[config.mk]
export PLATFORM = sky130hd
export DESIGN_NAME = pwr_mode_ctrl
export DESIGN_NICKNAME = d
export VERILOG_FILES = /design/src/rtl/pwr_mode_pkg.sv /design/src/rtl/pwr_mode_fsm.sv /design/src/rtl/pwr_mode_dp.sv /design/src/rtl/pwr_mode_ctrl.sv
export SDC_FILE = /design/constraint.sdc
export NUM_CORES = 1
export LEC_CHECK = 0
export ABC_AREA = 1
export CAP_MARGIN = 20
export CORE_AREA = 2 2 39 41
export CTS_CLUSTER_SIZE = 12
export DETAILED_ROUTE_END_ITERATION = 7
export DIE_AREA = 0 0 41 43
export DONT_BUFFER_PORTS = 1
export GPL_ROUTABILITY_DRIVEN = 0
export PLACE_DENSITY_LB_ADDON = 0.3
export SYNTH_ARGS = -nofsm -noshare
export SYNTH_HDL_FRONTEND = slang
export SYNTH_SLANG_ARGS = --single-unit
[constraint.sdc]
create_clock -name clk -period 1.55 [get_ports clk]
set_input_delay 0.155 -clock clk [delete_from_list [all_inputs] [get_ports clk]]
set_output_delay 0.155 -clock clk [all_outputs]
set_load 0.005 [all_outputs]
[src/rtl/pwr_mode_pkg.sv]
package pwr_mode_pkg;
  typedef enum logic [2:0] {
    MODE_FULL    = 3'd0,
    MODE_LOWRUN  = 3'd1,
    MODE_LOWSLP  = 3'd2,
    MODE_WATCH   = 3'd3,
    MODE_HWSTBY  = 3'd4
  } pwrMode_e;

  typedef struct packed {
    logic wakeTaken;
    logic enterLowRun;
    logic stayLowRun;
  } ctlStrobe_t;
endpackage

[src/rtl/pwr_mode_fsm.sv]
module pwr_mode_fsm
  import pwr_mode_pkg::*;
(
  input  logic       clk,
  input  logic       rstN,
  input  logic       stbyN,
  input  logic       sleepExec,
  input  logic       ctlStandby,
  input  logic       ctlDirect,
  input  logic       ctlLowSpeed,
  input  logic       ctlPrescale,
  input  logic       wakeOk,
  output pwrMode_e   curMode,
  output ctlStrobe_t strobe
);
  pwrMode_e nextMode;

  always_comb begin
    nextMode = curMode;
    strobe   = '0;
    if (!stbyN) begin
      nextMode = MODE_HWSTBY;
    end else begin
      unique case (curMode)
        MODE_FULL: begin
          if (sleepExec && ctlStandby && ctlPrescale) begin
            if (ctlDirect && ctlLowSpeed) begin
              nextMode           = MODE_LOWRUN;
              strobe.enterLowRun = 1'b1;
            end else if (!ctlDirect) begin
              nextMode = MODE_WATCH;
            end
          end
        end
        MODE_LOWRUN: begin
          if (sleepExec && ctlPrescale && !ctlStandby && ctlLowSpeed)
            nextMode = MODE_LOWSLP;
          else if (sleepExec && ctlPrescale && ctlStandby && !ctlDirect)
            nextMode = MODE_WATCH;
          else
            strobe.stayLowRun = 1'b1;
        end
        MODE_LOWSLP: begin
          if (wakeOk) begin
            nextMode           = MODE_LOWRUN;
            strobe.wakeTaken   = 1'b1;
            strobe.enterLowRun = 1'b1;
          end
        end
        MODE_WATCH: begin
          if (wakeOk) begin
            nextMode           = ctlLowSpeed ? MODE_LOWRUN : MODE_FULL;
            strobe.wakeTaken   = 1'b1;
            strobe.enterLowRun = ctlLowSpeed;
          end
        end
        default: nextMode = MODE_HWSTBY;
      endcase
    end
  end

  always_ff @(posedge clk or negedge rstN) begin
    if (!rstN) curMode <= MODE_FULL;
    else       curMode <= nextMode;
  end

  // standby pin dominates everything
  a_r9_standby_forces: assert property (@(posedge clk) disable iff (!rstN)
    !stbyN |=> curMode == MODE_HWSTBY);
  // hardware standby is held until reset
  a_r9_standby_holds: assert property (@(posedge clk) disable iff (!rstN)
    curMode == MODE_HWSTBY |=> curMode == MODE_HWSTBY);
  // low-speed run ignores interrupts
  a_r8_lowrun_exit: assert property (@(posedge clk) disable iff (!rstN)
    (curMode == MODE_LOWRUN && !sleepExec && stbyN) |=> curMode == MODE_LOWRUN);
  // sleeping modes ignore the sleep strobe absent a wake
  a_r12_sleep_ignored: assert property (@(posedge clk) disable iff (!rstN)
    (curMode == MODE_LOWSLP && !wakeOk && stbyN) |=> curMode == MODE_LOWSLP);
endmodule

[src/rtl/pwr_mode_dp.sv]
module pwr_mode_dp
  import pwr_mode_pkg::*;
#(
  parameter int NUM_IRQ    = 6,
  parameter int NUM_PERIPH = 4,
  parameter int DIV_W      = 2
) (
  input  logic                  clk,
  input  logic                  rstN,
  input  pwrMode_e              curMode,
  input  ctlStrobe_t            strobe,
  input  logic [NUM_IRQ-1:0]    irqReq,
  input  logic [NUM_IRQ-1:0]    irqEn,
  input  logic [NUM_PERIPH-1:0] periphReq,
  input  logic [NUM_PERIPH-1:0] periphEn,
  input  logic                  cpuMask,
  input  logic                  nmi,
  input  logic [DIV_W-1:0]      divSelIn,
  output logic                  wakeOk,
  output logic                  cpuClkEn,
  output logic                  subClkSel,
  output logic                  periphStop,
  output logic                  irqStart,
  output logic [DIV_W-1:0]      divSelOut,
  output logic                  divErr
);
  logic [NUM_IRQ-1:0]    irqHit;
  logic [NUM_PERIPH-1:0] periphHit;

  genvar gi;
  generate
    for (gi = 0; gi < NUM_IRQ; gi++) begin : g_irq
      assign irqHit[gi] = irqReq[gi] & irqEn[gi];
    end
    for (gi = 0; gi < NUM_PERIPH; gi++) begin : g_per
      assign periphHit[gi] = periphReq[gi] & periphEn[gi] & ~cpuMask;
    end
  endgenerate

  assign wakeOk = nmi | (|irqHit) | (|periphHit);

  always_comb begin
    cpuClkEn   = (curMode == MODE_FULL) || (curMode == MODE_LOWRUN);
    subClkSel  = (curMode == MODE_LOWRUN) || (curMode == MODE_LOWSLP) ||
                 (curMode == MODE_WATCH);
    periphStop = (curMode != MODE_FULL);
    divSelOut  = (curMode == MODE_LOWRUN) ? '0 : divSelIn;
  end

  always_ff @(posedge clk or negedge rstN) begin
    if (!rstN) begin
      irqStart <= 1'b0;
      divErr   <= 1'b0;
    end else begin
      irqStart <= strobe.wakeTaken;
      if (strobe.enterLowRun)     divErr <= |divSelIn;
      else if (!strobe.stayLowRun) divErr <= 1'b0;
    end
  end

  // exception start is a single-cycle pulse
  a_r5_single_pulse: assert property (@(posedge clk) disable iff (!rstN)
    irqStart |=> !irqStart);
  // a pulse only follows a sleeping mode
  a_r7_pulse_origin: assert property (@(posedge clk) disable iff (!rstN)
    irqStart |-> ($past(curMode) == MODE_LOWSLP || $past(curMode) == MODE_WATCH));
  // error flag lives only inside low-speed run
  a_r11_err_scope: assert property (@(posedge clk) disable iff (!rstN)
    divErr |-> curMode == MODE_LOWRUN);
endmodule

[src/rtl/pwr_mode_ctrl.sv]
module pwr_mode_ctrl
  import pwr_mode_pkg::*;
#(
  parameter int NUM_IRQ    = 6,
  parameter int NUM_PERIPH = 4,
  parameter int DIV_W      = 2
) (
  input  logic                  clk,
  input  logic                  rstN,
  input  logic                  stbyN,
  input  logic                  sleepExec,
  input  logic                  ctlStandby,
  input  logic                  ctlDirect,
  input  logic                  ctlLowSpeed,
  input  logic                  ctlPrescale,
  input  logic [NUM_IRQ-1:0]    irqReq,
  input  logic [NUM_IRQ-1:0]    irqEn,
  input  logic [NUM_PERIPH-1:0] periphReq,
  input  logic [NUM_PERIPH-1:0] periphEn,
  input  logic                  cpuMask,
  input  logic                  nmi,
  input  logic [DIV_W-1:0]      divSelIn,
  output logic [2:0]            mode,
  output logic                  cpuClkEn,
  output logic                  subClkSel,
  output logic                  periphStop,
  output logic                  irqStart,
  output logic [DIV_W-1:0]      divSelOut,
  output logic                  divErr
);
  pwrMode_e   curMode;
  ctlStrobe_t strobe;
  logic       wakeOk;

  pwr_mode_fsm u_fsm (
    .clk(clk), .rstN(rstN), .stbyN(stbyN), .sleepExec(sleepExec),
    .ctlStandby(ctlStandby), .ctlDirect(ctlDirect),
    .ctlLowSpeed(ctlLowSpeed), .ctlPrescale(ctlPrescale),
    .wakeOk(wakeOk), .curMode(curMode), .strobe(strobe)
  );

  pwr_mode_dp #(.NUM_IRQ(NUM_IRQ), .NUM_PERIPH(NUM_PERIPH), .DIV_W(DIV_W)) u_dp (
    .clk(clk), .rstN(rstN), .curMode(curMode), .strobe(strobe),
    .irqReq(irqReq), .irqEn(irqEn), .periphReq(periphReq),
    .periphEn(periphEn), .cpuMask(cpuMask), .nmi(nmi),
    .divSelIn(divSelIn), .wakeOk(wakeOk), .cpuClkEn(cpuClkEn),
    .subClkSel(subClkSel), .periphStop(periphStop), .irqStart(irqStart),
    .divSelOut(divSelOut), .divErr(divErr)
  );

  assign mode = curMode;
endmodule

* After elaboration in Yosys (flattened, before gate mapping) *
Cells that the tools add are included.

cells by class
  eq/ne operators = 9
  mux-type cells = 23
  bitwise gates (word level) = 17
  reductions and logical operators = 19

operators by type and width
  kind                                                    number
  2-to-1 mux 3 bit                                        9
  AND 1 bit                                               14
  case mux 3 bit (4 select lines)                         1
  logical AND 1 bit                                       8
  2-to-1 mux 1 bit                                        8
  inequality test 4 bit (second input constant)           2
  == test 3 x 2 -> 1 bit (second input constant)          2
  2-to-1 mux 2 bit                                        3
  inequality test 3 x 2 -> 1 bit (second input constant)  2
  OR reduction 6 bit                                      1
  AND reduction 5 bit                                     1
  OR reduction 4 bit                                      1
  == test 3 x 1 -> 1 bit (second input constant)          1
  zero test 3 bit                                         1
  logical OR 1 bit                                        3
  inequality test 3 bit (second input constant)           1
  case mux 1 bit (3 select lines)                         1
  nonzero test 3 bit                                      1
  zero test 1 bit                                         2
  inequality test 2 bit (second input constant)           1
  OR 1 bit                                                2
  case mux 1 bit (2 select lines)                         1
  OR reduction 2 bit                                      1
  NOT 1 bit                                               1

storage, ports and cells
  bits in registers = 5
  input port bits = 32
  word-level logic and storage cells = 71

* Longest topological paths before layout *
  depth in word-level cells = 9
  depth in mapped cells = 10
  mapped depth without buffers = 10

* By module *
Synthesis repeated with hierarchy kept, for this count alone.

unflattened totals
  cell total of the unflattened synthesis = 83
  area total of the unflattened synthesis = 485.5 sq um

modules (own cells, without submodules)
  module        times used  cells an instance  area each (sq um)  seq. area each (sq um)
  pwr_mode_fsm  1           50                 289.0              75.1
  pwr_mode_dp   1           33                 196.4              50.0

* Worst setup path after synthesis *
Ideal clock, no wire load.

  path kind = reg-to-reg
  start = register u_fsm.curMode[1]
  end = register u_fsm.curMode[0]
  library setup time = 117 ps
  arrival = 1035 ps
  slack = 398 ps
  cell stages (with the launch flop) = 9
  period minus slack after synthesis = 1152 ps
  cell sequence = dfrtp_1 inv_1 nand3_2 a21oi_2 nand2_2 nand2_2 inv_2 nand3_1 nand2_1

on the way
  cells in the longest elaborated chain, start to end = 3
  elaborated cells between the ends (all ways) = 12
  classes of those cells = 8 x eq/ne; 2 x mux; 2 x reduce/logical

ends and longest elaborated chain
  what                                                                             RTL line            text
  start: declaration                                                               pwr_mode_fsm.sv:13  output pwrMode_e curMode,
  start signal: assignment                                                         pwr_mode_fsm.sv:64  else curMode <= nextMode;
  == test 3 x 1 -> 1 bit (tied with other cells)                                   pwr_mode_fsm.sv:24  unique case (curMode)
  inequality test 4 bit (no source line) (tied with other cells)                   n/a
  AND reduction 5 bit (no source line) / 2-to-1 mux 3 bit (equally long branches)  n/a

Several ways; a longest one is shown, not always the timed one.
A chain may end at the register's enable or synchronous reset.

* Final worst setup path *
  start = register u_fsm.curMode[0]
  end = output cpuClkEn

on the way
  cells in the longest elaborated chain, start to end = 2
  elaborated cells between the ends (all ways) = 3
  classes of those cells = 1 x eq/ne; 2 x reduce/logical

ends and longest elaborated chain
  what                                                              RTL line             text
  == test 3 x 1 -> 1 bit / zero test 3 bit (equally long branches)  pwr_mode_dp.sv:43    cpuClkEn = (curMode == MODE_FULL) || (curMode == MODE_LOWRUN);
  logical OR 1 bit (*)                                              pwr_mode_dp.sv:43
  end: declaration                                                  pwr_mode_ctrl.sv:24  output logic cpuClkEn,

Mark *: on every way between the ends. The rest lies on a longest branch, timed or not.

==> impl_summary.txt <==
----------------------------------------------------
[Run status]
  Result of the run ... finished clean

[Power and ir drop]
  Pwr per Cell Area ... between 600 and 700 nW/um^2
  Power share of the clock group ... 0.472
  Sequential power share ... 0.412
  Internal cell power ... between 0.2 and 0.25 mW
  Tot Pwr ... 0.318 mW
  Sw Pwr ... approximately 0.074 mW
  Logic gate share of total power ... 0.116
  Leakage power figure ... around 0.28 nW
  Worst supply voltage drop on vdd ... 0.298 mV
  Net switching fraction of the power ... 0.234

[Die]
  Die Outline Area ... 1760 um^2
  Top-level port count ... 42
  Placement Rows ... 14
  Die outline height ... ~43 um
  Floorplan die width ... about 40 um
  Standard cell core area ... roughly 1400 um^2
  Starting density of the core ... 0.330

[Timing]
  Max Transition Viols Final ... 0
  Worst slew pin tran ... slightly above 0.3 ns
  Final-report hold violation count ... 0
  Maximum frequency from static timing analysis ... ~750 MHz
  Skew final ... about 0.0045 ns
  Least setup slack across all paths after layout ... 0.223 ns
  Sum of negative setup slack ... 0 ns
  Share of the cycle needed by the critical path after routing ... 0.856
  Total setup violations reported at the end of the flow ... 0
  Tmin final ... 1.33 ns
  RSZ-0062 raised after global routing ... no
  Max-slew headroom ... 0.797

[Clock tree]
  Number of clock sinks ... 5
  Clock buffers created by TritonCTS ... 3
  Count of cells resized by post-cts repair ... 0
  TritonCTS clock tree ... done
  Clock transition at the register clock pins on the worst setup and hold paths after CTS ... approximately 0.050 ns
  Maximum buffer depth of the clock tree ... 2
  Root Driver ... sky130_fd_sc_hd__clkbuf_4
  Depth of the CTS H-tree ... 1
  Clock network latency to the later pin of the worst-skew pair ... between 0.2 and 0.25 ns

[Setup path]
  Maximum fanout along the worst path ... 6
  Number of buffer and inverter instances along the worst setup path ... 1
  Crit path max-delay cell type ... sky130_fd_sc_hd__dfrtp_1
  Endpoint required time on the critical path ... 1.39 ns
  Worst Setup End Kind ... output port
  Worst Setup Path Type ... reg2out
  Gate family responsible for the most delay along the worst path ... flip-flops
  Startpoint class of the critical path ... flip-flop
  Critical Path AT ... approximately 1.2 ns
  Worst path max stage delay ... between 0.4 and 0.5 ns
  Crit. path cell count ... 3
  FF-to-FF path depth ... 8
  Cells along the critical path ... nor3_2 > inv_2 > nand2_1

[Synth]
  Synth Area in Compound Gates ... 0.104
  Post-Syn Nets ... about 110
  Simple logic cell fraction of the synthesized area ... 0.540
  Xor-xnor portion of the synthesized cell area ... 0
  Cells after Synth ... 76
  Cell taking the most area after synthesis ... sky130_fd_sc_hd__dfrtp_1
  Post-synthesis share of cell area spent on full adders, half adders and majority gates ... 0
  Yosys reg bits ... 5
  Post-synthesis cell type count ... 16
  Warnings from Yosys ... 0
  Main area contributors after synthesis ... sky130_fd_sc_hd__dfrtp_1, sky130_fd_sc_hd__nand2_1, sky130_fd_sc_hd__nand3_1
  Post-Synthesis Mean Instance Area ... 6.01 um^2
  Multiplexer share of the synthesized area ... 0
  Cell area after synthesis ... between 400 and 500 um^2
  Area share of the leading cell type in the synthesized netlist ... 0.274
  Proportion of synthesized chip area in sequential cells ... 0.274
  Combinational family with the most area after synthesis ... simple AND/OR/NAND/NOR gates

[Final layout]
  Nets ... 114
  Share of cells above drive strength 1 ... 0.185
  Diode count ... 0
  Area grow syn2layout ... 12.3%

[Run]
  Number of max-cap violations ... 0

[Global routing]
  Antenna violations before repair ... 0
  Global-route wire length before repair ... 1820 um
  Via count of the first global-routing pass ... 447
  Maximum number of pins on one net before global-route repair ... 7
  Residual overflow from global routing ... 0
  GR Util All Layers ... 0.159

[Placement]
  DP HPWL ... between 900 and 1000 um
  Worst Setup Slack post-DPL ... 0.257 ns
  Port-buffer cells ... 0

[Drt]
  Post-route DRC violation count ... 0
  Violation count after the first detailed-route iteration ... 4
  Total via count in the routed design ... between 400 and 500
  Per-cell via count in the routed design ... 4.73
  Wirelength per Cell ... 10.7 um
  Overall routed net length ... around 1000 um
  Iteration count of the initial detailed-routing pass ... 2
  Antenna viol nets, final ... 0

[Min path]
  Hold Path Depth ... 1
  Hold/Removal Path Class ... in2reg

----------------------------------------------------
## cell families after synthesis
| group | count (synthesis) |
|---|---|
| compound gates | 7 |
| buf+inv | 10 |
| flops | 5 |
| simple gates | 54 |
## routing by layer
layer / global-route usage / wire length, um / vias to the layer above
li1: - / - / 247
met1: 0.174 / 391 / 199
met2: 0.247 / 576 / 13
met3: 0.0681 / 71 / 0
met4: 0.0800 / 0 / 0
met5: 0 / 0 / -
## state kept, by name (all words and copies together), names as in the netlist
signal and flops:
u_fsm.curMode 3, u_dp.divErr 1, u_dp.irqStart 1
## final timing paths
| check | start | end | slack [ns] |
|---|---|---|---|
| min in group asynchronous | rstN | u_dp.irqStart$_DFF_PN0_ | 0.21 |
| max in group asynchronous | rstN | u_fsm.curMode[0]$_DFFE_PN0P_ | 1.15 |
| max | u_fsm.curMode[0]$_DFFE_PN0P_ | cpuClkEn | 0.22 |
| min | stbyN | u_fsm.curMode[2]$_DFFE_PN0P_ | 0.06 |
| min reg2reg | u_dp.divErr$_DFFE_PN0P_ | u_dp.divErr$_DFFE_PN0P_ | 0.54 |
| max reg2reg | u_fsm.curMode[1]$_DFFE_PN0P_ | u_fsm.curMode[0]$_DFFE_PN0P_ | 0.25 |
## cells in the final DEF (no fill, tap or decap)
cell and count:
sky130_fd_sc_hd__nand2_1 33, sky130_fd_sc_hd__nor2_1 8, sky130_fd_sc_hd__inv_1 7, sky130_fd_sc_hd__nand3_1 6, sky130_fd_sc_hd__dfrtp_1 5, sky130_fd_sc_hd__inv_2 3, sky130_fd_sc_hd__a21oi_1 3, sky130_fd_sc_hd__nand2_2 3
sky130_fd_sc_hd__clkbuf_4 3, sky130_fd_sc_hd__nor3_2 1, sky130_fd_sc_hd__nand3_2 1, sky130_fd_sc_hd__o21bai_2 1, sky130_fd_sc_hd__a21boi_0 1, sky130_fd_sc_hd__nand3_4 1, sky130_fd_sc_hd__a21oi_2 1, sky130_fd_sc_hd__o21ai_0 1
sky130_fd_sc_hd__or2_2 1, sky130_fd_sc_hd__clkbuf_1 1, sky130_fd_sc_hd__dlygate4sd3_1 1
## synth_stat cells
cell type	count
sky130_fd_sc_hd__nand2_1	33
sky130_fd_sc_hd__nor2_1	8
sky130_fd_sc_hd__inv_1	7
sky130_fd_sc_hd__nand3_1	6
sky130_fd_sc_hd__dfrtp_1	5
sky130_fd_sc_hd__a21oi_1	3
sky130_fd_sc_hd__inv_2	3
sky130_fd_sc_hd__nand2_2	3
sky130_fd_sc_hd__a21boi_0	1
sky130_fd_sc_hd__a21oi_2	1
sky130_fd_sc_hd__nand3_2	1
sky130_fd_sc_hd__nand3_4	1
sky130_fd_sc_hd__nor3_2	1
sky130_fd_sc_hd__o21ai_0	1
sky130_fd_sc_hd__o21bai_2	1
sky130_fd_sc_hd__or2_2	1
## power by group through the flow
| stage | Clock [mW] | Sequential, mW | Combinational [mW] |
|---|---|---|---|
| 4_1_cts | 0.155 | 0.131 | 0.0375 |
| 6_report | 0.150 | 0.131 | 0.0368 |
| 5_1_grt | 0.165 | 0.131 | 0.0456 |
| 3_3_place_gp | 0 | 0.133 | 0.0319 |
| 3_5_place_dp | 0 | 0.133 | 0.0331 |
| 2_1_floorplan | 0 | 0.133 | 0.0290 |
## layout make-up
type	instances	area (um^2)
repair buffers	1	10.0
flip-flops and latches	5	125
well taps	16	20.0
multi-input cells	61	294
fillers	156	871
clock buffers	4	26.3
inverters	10	37.5
## stage by stage
| step | area [um^2] | cells | utilization | hold slack (ns) |
|---|---|---|---|---|
| final | 513 | 97 | 0.371 | 0.0557 |
| after floorplan | 457 | 76 | - | -0.141 |
| after detailed placement | 477 | 92 | 0.344 | -0.140 |
| after CTS | 513 | 97 | 0.371 | 0.0486 |
| after global placement | 477 | 92 | 0.344 | -0.140 |
| after global routing | 513 | 97 | 0.371 | 0.0602 |
## timing repair
action                    4_1_cts  5_1_grt
hold endpoints to repair        5        0
buffers inserted                0        0
hold buffers                    1        0
Note: power is estimated with default switching activity, not from simulation.
